--- config.mk ---
export PLATFORM = sky130hd
export DESIGN_NAME = wupd_cache_ctrl
export DESIGN_NICKNAME = d
export VERILOG_FILES = /design/src/rtl/wupd_pkg.sv /design/src/rtl/wupd_snoop.sv /design/src/rtl/wupd_decide.sv /design/src/rtl/wupd_cache_ctrl.sv
export SDC_FILE = /design/constraint.sdc
export NUM_CORES = 2
export LEC_CHECK = 0
export ABC_AREA = 0
export BUFFER_PORTS_ARGS = -buffer_cell sky130_fd_sc_hd__buf_2
export CORE_ASPECT_RATIO = 0.9
export CORE_MARGIN = 10
export CORE_UTILIZATION = 25
export DETAILED_ROUTE_END_ITERATION = 16
export GPL_ROUTABILITY_DRIVEN = 0
export MAX_ROUTING_LAYER = met4
export PLACE_DENSITY_LB_ADDON = 0.08
export RECOVER_POWER = 50
export SYNTH_ARGS = -nofsm -noshare
export SYNTH_HDL_FRONTEND = slang
export SYNTH_SLANG_ARGS = --single-unit
--- constraint.sdc ---
create_clock -name clk -period 5 [get_ports clk]
set_clock_uncertainty 0.15 [all_clocks]
set_input_delay 0.25 -clock clk [delete_from_list [all_inputs] [get_ports clk]]
set_output_delay 0.25 -clock clk [all_outputs]
set_load 0.05 [all_outputs]
--- src/rtl/wupd_pkg.sv ---
package wupd_pkg;
    typedef enum logic [1:0] {
        ST_EXC = 2'd0,
        ST_SHC = 2'd1,
        ST_SHM = 2'd2,
        ST_MOD = 2'd3
    } line_st_e;

    typedef enum logic [1:0] {
        BC_NONE = 2'd0,
        BC_RD   = 2'd1,
        BC_UPD  = 2'd2,
        BC_WB   = 2'd3
    } bus_cmd_e;

    typedef enum logic [2:0] {
        F_IDLE, F_WB, F_RD, F_UPD, F_DONE
    } fsm_e;

    typedef enum logic [2:0] {
        A_RDHIT, A_WRLOC, A_WRUPD, A_MISS, A_MISS_WB
    } act_e;
endpackage

--- src/rtl/wupd_snoop.sv ---
module wupd_snoop
    import wupd_pkg::*;
(
    input  logic     hit,
    input  bus_cmd_e cmd,
    input  line_st_e cur,
    output logic     shared,
    output logic     flush,
    output logic     wr_word,
    output line_st_e nxt
);
    always_comb begin
        shared  = 1'b0;
        flush   = 1'b0;
        wr_word = 1'b0;
        nxt     = cur;
        if (hit) begin
            shared = (cmd == BC_RD) || (cmd == BC_UPD);
            case (cmd)
                BC_RD: begin
                    case (cur)
                        ST_MOD:  begin flush = 1'b1; nxt = ST_SHM; end
                        ST_SHM:  flush = 1'b1;
                        ST_EXC:  nxt = ST_SHC;
                        default: nxt = cur;
                    endcase
                end
                BC_UPD: begin
                    if (cur == ST_SHC || cur == ST_SHM) begin
                        wr_word = 1'b1;
                        nxt     = ST_SHC;
                    end
                end
                default: nxt = cur;
            endcase
        end
    end
endmodule

--- src/rtl/wupd_decide.sv ---
module wupd_decide
    import wupd_pkg::*;
(
    input  logic     valid,
    input  logic     tag_eq,
    input  logic     we,
    input  line_st_e cur,
    output act_e     act
);
    always_comb begin
        if (valid && tag_eq) begin
            if (!we)                               act = A_RDHIT;
            else if (cur == ST_EXC || cur == ST_MOD) act = A_WRLOC;
            else                                   act = A_WRUPD;
        end else if (valid && (cur == ST_SHM || cur == ST_MOD)) begin
            act = A_MISS_WB;
        end else begin
            act = A_MISS;
        end
    end
endmodule

--- src/rtl/wupd_cache_ctrl.sv ---
module wupd_cache_ctrl
    import wupd_pkg::*;
#(
    parameter int AW    = 8,
    parameter int DW    = 16,
    parameter int WORDS = 4,
    parameter int NSETS = 4
) (
    input  logic                clk,
    input  logic                rst_n,
    input  logic                cpu_req,
    input  logic                cpu_we,
    input  logic [AW-1:0]       cpu_addr,
    input  logic [DW-1:0]       cpu_wdata,
    output logic                cpu_ready,
    output logic [DW-1:0]       cpu_rdata,
    output logic                bus_req_o,
    input  logic                bus_gnt_i,
    output logic [1:0]          bus_cmd_o,
    output logic [AW-1:0]       bus_addr_o,
    output logic [DW-1:0]       bus_word_o,
    output logic [WORDS*DW-1:0] bus_blk_o,
    input  logic [WORDS*DW-1:0] bus_blk_i,
    input  logic                bus_shared_i,
    input  logic                snp_valid_i,
    input  logic [1:0]          snp_cmd_i,
    input  logic [AW-1:0]       snp_addr_i,
    input  logic [DW-1:0]       snp_word_i,
    output logic                snp_shared_o,
    output logic                snp_flush_o,
    output logic [WORDS*DW-1:0] snp_blk_o
);
    localparam int WB = $clog2(WORDS);
    localparam int IB = $clog2(NSETS);
    localparam int TW = AW - IB - WB;

    typedef struct packed {
        fsm_e                                fsm;
        logic     [NSETS-1:0]                vld;
        line_st_e [NSETS-1:0]                st;
        logic     [NSETS-1:0][TW-1:0]        tag;
        logic     [NSETS-1:0][WORDS-1:0][DW-1:0] dat;
        logic                                we;
        logic     [AW-1:0]                   addr;
        logic     [DW-1:0]                   wdata;
        logic     [DW-1:0]                   rdata;
    } regs_t;

    regs_t r_q, r_d;

    // snoop side
    logic [IB-1:0] s_idx;
    logic [TW-1:0] s_tag;
    logic [WB-1:0] s_w;
    logic          s_hit, s_wr;
    line_st_e      s_nxt;
    bus_cmd_e      s_cmd;

    assign s_w   = snp_addr_i[WB-1:0];
    assign s_idx = snp_addr_i[WB +: IB];
    assign s_tag = snp_addr_i[AW-1 -: TW];
    assign s_cmd = bus_cmd_e'(snp_cmd_i);
    assign s_hit = snp_valid_i && r_q.vld[s_idx] && (r_q.tag[s_idx] == s_tag);

    wupd_snoop u_snoop (
        .hit(s_hit), .cmd(s_cmd), .cur(r_q.st[s_idx]),
        .shared(snp_shared_o), .flush(snp_flush_o), .wr_word(s_wr), .nxt(s_nxt)
    );
    assign snp_blk_o = r_q.dat[s_idx];

    // processor side
    logic [AW-1:0] op_addr;
    logic [IB-1:0] op_idx;
    logic [TW-1:0] op_tag;
    logic [WB-1:0] op_w;
    logic          op_we;
    logic          op_tag_eq;
    act_e          act;

    assign op_addr   = (r_q.fsm == F_IDLE) ? cpu_addr : r_q.addr;
    assign op_we     = (r_q.fsm == F_IDLE) ? cpu_we : r_q.we;
    assign op_w      = op_addr[WB-1:0];
    assign op_idx    = op_addr[WB +: IB];
    assign op_tag    = op_addr[AW-1 -: TW];
    assign op_tag_eq = (r_q.tag[op_idx] == op_tag);

    wupd_decide u_decide (
        .valid(r_q.vld[op_idx]), .tag_eq(op_tag_eq), .we(op_we),
        .cur(r_q.st[op_idx]), .act(act)
    );

    always_comb begin
        r_d        = r_q;
        bus_req_o  = 1'b0;
        bus_cmd_o  = BC_NONE;
        bus_addr_o = '0;
        bus_word_o = '0;
        bus_blk_o  = '0;

        if (s_hit) begin
            r_d.st[s_idx] = s_nxt;
            if (s_wr) r_d.dat[s_idx][s_w] = snp_word_i;
        end

        case (r_q.fsm)
            F_IDLE: begin
                if (cpu_req && !snp_valid_i) begin
                    r_d.we    = cpu_we;
                    r_d.addr  = cpu_addr;
                    r_d.wdata = cpu_wdata;
                    case (act)
                        A_RDHIT: begin
                            r_d.rdata = r_q.dat[op_idx][op_w];
                            r_d.fsm   = F_DONE;
                        end
                        A_WRLOC: begin
                            r_d.dat[op_idx][op_w] = cpu_wdata;
                            r_d.st[op_idx]        = ST_MOD;
                            r_d.fsm               = F_DONE;
                        end
                        A_WRUPD:   r_d.fsm = F_UPD;
                        A_MISS_WB: r_d.fsm = F_WB;
                        default:   r_d.fsm = F_RD;
                    endcase
                end
            end
            F_WB: begin
                bus_req_o  = 1'b1;
                bus_cmd_o  = BC_WB;
                bus_addr_o = {r_q.tag[op_idx], op_idx, {WB{1'b0}}};
                bus_blk_o  = r_q.dat[op_idx];
                if (bus_gnt_i) begin
                    r_d.vld[op_idx] = 1'b0;
                    r_d.fsm         = F_RD;
                end
            end
            F_RD: begin
                bus_req_o  = 1'b1;
                bus_cmd_o  = BC_RD;
                bus_addr_o = {op_tag, op_idx, {WB{1'b0}}};
                if (bus_gnt_i) begin
                    r_d.vld[op_idx] = 1'b1;
                    r_d.tag[op_idx] = op_tag;
                    r_d.dat[op_idx] = bus_blk_i;
                    if (!r_q.we) begin
                        r_d.st[op_idx] = bus_shared_i ? ST_SHC : ST_EXC;
                        r_d.rdata      = bus_blk_i[op_w*DW +: DW];
                        r_d.fsm        = F_DONE;
                    end else if (bus_shared_i) begin
                        r_d.st[op_idx] = ST_SHC;
                        r_d.fsm        = F_UPD;
                    end else begin
                        r_d.dat[op_idx][op_w] = r_q.wdata;
                        r_d.st[op_idx]        = ST_MOD;
                        r_d.fsm               = F_DONE;
                    end
                end
            end
            F_UPD: begin
                bus_req_o  = 1'b1;
                bus_cmd_o  = BC_UPD;
                bus_addr_o = r_q.addr;
                bus_word_o = r_q.wdata;
                if (bus_gnt_i) begin
                    r_d.dat[op_idx][op_w] = r_q.wdata;
                    r_d.st[op_idx]        = bus_shared_i ? ST_SHM : ST_MOD;
                    r_d.fsm               = F_DONE;
                end
            end
            default: r_d.fsm = F_IDLE;
        endcase
    end

    always_ff @(posedge clk) begin
        if (!rst_n) begin
            r_q     <= '0;
            r_q.fsm <= F_IDLE;
        end else begin
            r_q <= r_d;
        end
    end

    assign cpu_ready = (r_q.fsm == F_DONE);
    assign cpu_rdata = r_q.rdata;

    // ---------------- assertions ----------------
    p_rd_fill_r1: assert property (@(posedge clk) disable iff (!rst_n)
        (r_q.fsm == F_RD && bus_gnt_i && !r_q.we) |=>
        (r_q.st[$past(op_idx)] == ($past(bus_shared_i) ? ST_SHC : ST_EXC)));

    p_wmiss_alone_r2: assert property (@(posedge clk) disable iff (!rst_n)
        (r_q.fsm == F_RD && bus_gnt_i && r_q.we && !bus_shared_i) |=>
        (r_q.fsm == F_DONE && r_q.st[$past(op_idx)] == ST_MOD));

    p_wmiss_shared_r2: assert property (@(posedge clk) disable iff (!rst_n)
        (r_q.fsm == F_RD && bus_gnt_i && r_q.we && bus_shared_i) |=> (r_q.fsm == F_UPD));

    p_excl_silent_r3: assert property (@(posedge clk) disable iff (!rst_n)
        (r_q.fsm == F_IDLE && cpu_req && cpu_we && !snp_valid_i && r_q.vld[op_idx]
         && op_tag_eq && r_q.st[op_idx] == ST_EXC) |=>
        (r_q.fsm == F_DONE && r_q.st[$past(op_idx)] == ST_MOD));

    p_upd_result_r4: assert property (@(posedge clk) disable iff (!rst_n)
        (r_q.fsm == F_UPD && bus_gnt_i) |=>
        (r_q.st[$past(op_idx)] == ($past(bus_shared_i) ? ST_SHM : ST_MOD)));

    p_snoop_upd_r5: assert property (@(posedge clk) disable iff (!rst_n)
        (s_hit && s_cmd == BC_UPD) |=>
        (r_q.st[$past(s_idx)] == ST_SHC && r_q.dat[$past(s_idx)][$past(s_w)] == $past(snp_word_i)));

    p_flush_owner_r6: assert property (@(posedge clk) disable iff (!rst_n)
        snp_flush_o |=> (r_q.st[$past(s_idx)] == ST_SHM));

    p_wb_then_rd_r8: assert property (@(posedge clk) disable iff (!rst_n)
        (r_q.fsm == F_WB && bus_gnt_i) |=> (r_q.fsm == F_RD && !r_q.vld[$past(op_idx)]));

    p_ready_pulse_r10: assert property (@(posedge clk) disable iff (!rst_n)
        cpu_ready |=> !cpu_ready);
endmodule

After elaboration in Yosys (flattened, before gate mapping)
Index checks and enable logic that the tools add are counted.
{ "word_totals": {"reg_bits": 328, "output_inout_bits": 174, "word_cells": 193} }
{ "classes": {"n_lt_le_gt_ge": 8, "eq_ne": 22, "shifts": 1, "muxes": 97, "bitwise_logic": 7, "reduce_logical": 28} }
{ "op_table": {"columns": ["op", "count"], "rows": [
  ["256-bit two-way mux", 6],
  ["256-bit bitwise mux", 5],
  ["256-bit case mux with 3 select lines", 1],
  ["64-bit demux with 2-bit select", 3],
  ["64-bit two-way mux", 6],
  ["297-bit two-way mux", 1],
  ["287-bit two-way mux", 1],
  ["64-bit binary-select mux with 2-bit select", 2],
  ["16-bit two-way mux", 7],
  ["16-bit demux with 2-bit select", 2],
  ["64-bit by 7-bit variable part select with 16-bit output", 1],
  ["8-bit two-way mux", 7],
  ["8-bit case mux with 3 select lines", 2],
  ["16-bit binary-select mux with 2-bit select", 1],
  ["16-bit case mux with 2 select lines", 1],
  ["8-bit bitwise mux", 3],
  ["3-bit two-way mux", 7],
  ["4-bit binary-select mux with 2-bit select", 2],
  ["16-bit bitwise mux", 1],
  ["1-bit two-way mux", 14],
  ["2-bit two-way mux", 7],
  ["2-bit by 3-bit less-than comparator with 1-bit output (second input constant)", 4],
  ["4-bit two-way mux", 3],
  ["3-bit case mux with 4 select lines", 1],
  ["35 further kinds", 75]
]} }

Depth between registers and ports, before layout
{ "depth": {"depth_word": 15, "mapped_depth": 20} }

Hierarchy
A second synthesis with hierarchy kept.
{ "hier_totals": {"hier_cells": 3854, "area_unflattened_um2": 29383.2} }
{ "by_module_without_submodules": {"columns": ["mod", "instances", "cells_per_inst", "area_per_inst_um2"], "rows": [
  ["wupd_cache_ctrl", 1, 3820, 29115.4],
  ["wupd_snoop", 1, 25, 190.2],
  ["wupd_decide", 1, 9, 77.6]
]} }

Worst setup path before layout
OpenSTA, ideal clock, no wires.
{ "synth_path": {"path_kind": "flip-flop to flip-flop", "start": "register r_q[327] (netlist bit)", "end": "register r_q[65] (netlist bit)", "arrival_time_ps": 4351, "t_required_ps": 4728, "setup_slack_ps": 378, "path_stages_with_launch": 20, "n_path_buf": 6, "synth_period_minus_slack_ps": 4622, "path_cell_list": "dfxtp_1 > clkbuf_1 > or4b_2 > nand2_1 > buf_2 > buf_1 > buf_1 > nand2_1 > and3_1 > a31oi_1 > ha_1 > nand2_1 > a21oi_1 > and3_1 > clkbuf_1 > nand4_1 > clkbuf_1 > nor3_1 > a211oi_1 > o311a_1"} }
{ "synth_between": {"elab_chain_len": 13, "word_cells_on_any_way": 47, "classes_between": "4 x order compare; 6 x eq/ne; 29 x mux; 8 x reduce/logical"} }
{ "synth_lines": {"columns": ["item", "line", "source"], "rows": [
  ["start: declaration", "wupd_cache_ctrl.sv:49", "regs_t r_q, r_d;"],
  ["start signal: assignment", "wupd_cache_ctrl.sv:179", "r_q <= r_d;"],
  ["3-bit logical NOT", "wupd_cache_ctrl.sv:80, wupd_cache_ctrl.sv:81, wupd_cache_ctrl.sv:105", null],
  ["8-bit two-way mux", "wupd_cache_ctrl.sv:80", "assign op_addr = (r_q.fsm == F_IDLE) ? cpu_addr : r_q.addr;"],
  ["2-bit by 3-bit less-than comparator with 1-bit output (not written as such), or another cell as far along", "wupd_cache_ctrl.sv:117, wupd_cache_ctrl.sv:153, wupd_cache_ctrl.sv:165", null],
  ["1-bit logical AND (not written as such) or 2-bit two-way mux (tied branches)", null, null],
  ["16-bit two-way mux (not written as such), or another cell as far along", "wupd_cache_ctrl.sv:117, wupd_cache_ctrl.sv:153, wupd_cache_ctrl.sv:165", null],
  ["16-bit demux with 2-bit select, or another cell as far along", "wupd_cache_ctrl.sv:117, wupd_cache_ctrl.sv:153, wupd_cache_ctrl.sv:165", null],
  ["64-bit two-way mux (not written as such), or another cell as far along", "wupd_cache_ctrl.sv:117, wupd_cache_ctrl.sv:153, wupd_cache_ctrl.sv:165", null],
  ["64-bit demux with 2-bit select, or another cell as far along", "wupd_cache_ctrl.sv:117, wupd_cache_ctrl.sv:153, wupd_cache_ctrl.sv:165", null],
  ["256-bit bitwise mux or 3-bit two-way mux (tied branches)", "wupd_cache_ctrl.sv:153, wupd_decide.sv:11", null],
  ["256-bit two-way mux or 3-bit by 1-bit == test with 1-bit output (tied branches)", "wupd_cache_ctrl.sv:149, wupd_cache_ctrl.sv:111", null],
  ["256-bit two-way mux, on equally long branches", "wupd_cache_ctrl.sv:145, wupd_cache_ctrl.sv:111", null],
  ["287-bit two-way mux or 297-bit two-way mux (tied branches)", "wupd_cache_ctrl.sv:141, wupd_cache_ctrl.sv:107", null],
  ["256-bit case mux with 3 select lines (*)", "wupd_cache_ctrl.sv:105", "case (r_q.fsm)"]
]} }
Every way passes the cells marked *; elsewhere a longest branch is shown, timed or not. The select of a mux whose other input is x is not followed.
A chain may end at the register's enable or synchronous reset.

Worst setup path after layout
{ "layout_path": {"start": "input port snp_addr_i[2]", "end": "output port snp_blk_o[53]"} }
{ "layout_between": {"elab_chain_len": 2} }
{ "layout_lines": {"columns": ["item", "line", "source"], "rows": [
  ["start: declaration", "wupd_cache_ctrl.sv:27", "input logic [AW-1:0] snp_addr_i,"],
  ["64-bit binary-select mux with 2-bit select", "wupd_cache_ctrl.sv:69", "assign snp_blk_o = r_q.dat[s_idx];"],
  ["64-bit two-way mux (not written as such)", "wupd_cache_ctrl.sv:69", null],
  ["end: declaration", "wupd_cache_ctrl.sv:31", "output logic [WORDS*DW-1:0] snp_blk_o"]
]} }
Every way passes these cells. The select of a mux whose other input is x is not followed.

==> results list <==
* Result of the run: finished with violations
* Failing checks: max-capacitance violations, max-slew violations
- Remaining antenna violation count after routing: 0
- Entering global routing, the biggest net connects 108 pins.
* Width of the die: 390.1 um
- Max-cap violations in this run came to 5.
- Cell area after synthesis: 30820 um^2
* Overall track demand over capacity in global routing: 0.3400
- The worst pin sits at a relative slew slack of -1.275.
- Number of distinct library cells after synthesis: 83
- The share of total power dissipated in combinational logic is 0.366.
- DRC viols: 0
* Grt ovf: 0
- CTS sink count: 328
- DRC marker count from the first detailed-route iteration: 5534
- Int Pwr: 6.034 mW
* Number of global-route vias before repair: 35970
* Worst Path Class, Setup: primary input to primary output
- Clock-pin slew on the worst setup and hold paths: 0.06 ns
* Fill cell instance count of the final layout: 13510
- Data on the critical path is required at its endpoint by 4.60 ns.
- Proportion of layout cells with a drive suffix above 1: 0.1573
* Worst Hold Margin: 0.06446 ns
- Later-pin clock latency in the skew report: 0.68 ns
- After synthesis, the share of flip-flops with an asynchronous set or reset is 0.
- Measured on the finished design, the core utilization comes to 0.2937.
- In this run the number of H-tree levels came out at 2.
- Synthesis produced a netlist whose cell count is 4205.
- The most used flip-flop cell after synthesis is dfxtp_1.
- The Yosys step of the flow raised 0 warnings.
- Across the VDD grid, the largest voltage drop is 239.6 uV.
- Post-Layout Inst Area: 36040 um^2
- First-pass GRT wire length: 322.3 mm
- Pins over their slew limit: 141
- Setup repair after global routing left no endpoint under its margin.
- Detailed routing inserted a total of 39160 vias.
* Routed Wire Length: 240.5 mm
* Die Outline Area: 137700 um^2
* Setup violation total in the final timing report: 0
- At the worst endpoint, the arrival time is 4.42 ns.
- TritonCTS clock tree: done
- Maximum achievable frequency: 207.3 MHz
* Minimum clock period: 4.824 ns
* Transition time of the tightest slew-check pin: 3.412 ns
- Maximum root-to-sink buffer count: 3
- Clock Root Buffer: clkbuf_16
- Final Hold Fails: 0
* Net Sw Power: 4.709 mW
* Period Utilization, post-route: 0.9647
- The tightest min-delay check is of the primary input to register type.
- Summing all placed instances gives a cell area of 34470 um^2.
- Num CTS Buffers: 50
- The initialized floorplan defines 122 standard-cell rows.
* Number of iterations in the first detailed-routing pass: 7
- Buffers placed on the I/O ports in this run total 294.
* Fraction of power spent switching nets: 0.4383
* Sequential fraction of the synthesis area: 0.2130
- In the final routed layout, each cell accounts on average for 40.15 um.
* HPWL after detailed placement: 166.1 mm
- The die is 353.1 um tall.
* Sequential group share of total power: 0.278
- The number of antenna violations at the first check in global routing came to 34.
* Static leakage power: 14.14 nW
- Total power consumption of the routed design: 10.74 mW
- Accumulated negative setup slack: 0 ns
- Setup crit start kind: primary input
* Number of ports placed on the die boundary: 295
* Average instance area after synthesis: 7.330 um^2
- Starting Density: 0.2511
- Counting flops and latches in the post-synthesis netlist gives 328.
- In this run the worst path has a maximum fanout of 32.
- Counting flops with a built-in enable in the synthesized netlist gives 0.
- CP endpoint kind: primary output
- Area delta synth->final: 16.94%
* Synthesized Nets: 4334
- P per Cell Area: 298.1 nW/um^2
- Core ar.: 122700 um^2
- Using the TritonRoute via totals, the vias-per-cell ratio works out to 6.536.
- Share of total power in the clock network: 0.356
- After the last flow step, the layout net total stands at 4446.
- Total setup buffers inserted after CTS: 0
==> per-layer routing <==
metal / up-vias / track usage / part of all wire / wire, um
met5: - / - / 0 / 0
met4: 0 / 0.2096 / 0.071 / 17150
met3: 647 / 0.1153 / 0.12 / 29310
met2: 2958 / 0.4530 / 0.39 / 94710
met1: 19440 / 0.4339 / 0.41 / 99370
li1: 16110 / - / - / -
==> synthesized netlist by cell type (26+ instances only) <==
cell | n | area (um^2)
nand2_1 | 756 | 2838
clkbuf_1 | 376 | 1411
a21oi_1 | 372 | 1862
o21ai_0 | 359 | 1797
mux2i_1 | 330 | 3303
dfxtp_1 | 328 | 6566
nor2_1 | 196 | 735.7
o221ai_1 | 165 | 1445
nand3_1 | 109 | 545.5
o211ai_1 | 96 | 720.7
a211oi_1 | 94 | 705.7
mux4_2 | 86 | 1937
o22ai_1 | 86 | 538.0
nor3_1 | 79 | 395.4
mux2_2 | 68 | 765.7
a221oi_1 | 64 | 560.5
and3_1 | 64 | 400.4
a31oi_1 | 59 | 369.1
buf_2 | 43 | 215.2
buf_1 | 33 | 123.9
nor2b_1 | 32 | 200.2
o21a_1 | 26 | 195.2
==> power by group through the flow <==
stage               Sequential [mW]  Combinational (mW)  Clock [mW]
floorplan                      2.94                2.14           0
global placement               3.03                3.77           0
detailed placement             3.03                3.77           0
CTS                            2.97                3.78        3.85
global route                   3.00                4.01        3.92
finish                         2.98                3.93        3.82
==> placed cells by master, fill, tap and decap left out, types with 157 or more instances in the layout <==
cell type and instances:
a21oi_1 371, buf_2 157, buf_4 203, clkbuf_1 162, dfxtp_1 328, mux2i_1 328
nand2_1 749, nor2_1 190, o21ai_0 359, o221ai_1 165
==> worst max-delay path, cell delays in order <==
cell and delay [ns]:
clkbuf_2 0.34, clkbuf_1 2.42, mux4_2 0.82, clkbuf_1 0.51
==> path summary, 6_finish.rpt <==
kind / slack (ns) / startpoint / cells after the start / endpoint
worst max-delay path: 0.18 / snp_addr_i[2] / 4 / snp_blk_o[53]
worst min-delay path: 0.06 / cpu_wdata[9] / 3 / r_q[25]$_SDFFE_PN0P_
worst max register to register: 0.19 / r_q[327]$_SDFFE_PN0P_ / 11 / r_q[196]$_SDFF_PN0_
worst min register to register: 0.33 / r_q[36]$_SDFFE_PN0P_ / 2 / r_q[36]$_SDFFE_PN0P_
==> registers in the layout, indices dropped and copies added, names as in the netlist, named ones only <==
| signal | cells |
|---|---|
| cpu_rdata | 16 |
| r_q | 296 |
==> cells by family after synthesis <==
family | Yosys count | synth area share
adder cells (fa/ha/maj) | 8 | 0.003248
AO/OA/AOI/OAI | 1488 | 0.3156
AND/OR/NAND/NOR | 1371 | 0.1989
XOR/XNOR | 10 | 0.002842
buffers and inverters | 510 | 0.06873
multiplexers | 490 | 0.1976
flip-flops | 328 | 0.2130
==> area by class of cell <==
cell class	instances	area [um^2]	share of cell area
tap	1612	2017	0.05596
timing repair buffer	543	3368	0.09345
sequential	328	6566	0.1822
inverter	27	106.4	0.002951
antenna	24	60.06	0.001666
clock inverter	7	113.9	0.003159
clock buffer	83	1526	0.04235
multi-input combinational	3367	22290	0.6183
==> metrics by stage <==
step           setup WS, ns  cells
5_1_grt              0.1194   5989
3_5_place_dp         0.5622   5862
6_report             0.1764   5991
4_1_cts              0.4170   5967
2_1_floorplan        0.3777   4205
3_3_place_gp         0.5716   5862
==> what timing repair did <==
| item | in CTS | in global routing |
|---|---|---|
| gates resized for setup | 0 | 0 |
| endpoints found under the hold margin | 20 | 0 |
| hold buffers | 15 | 0 |
Note: power is estimated with default switching activity, not from simulation.
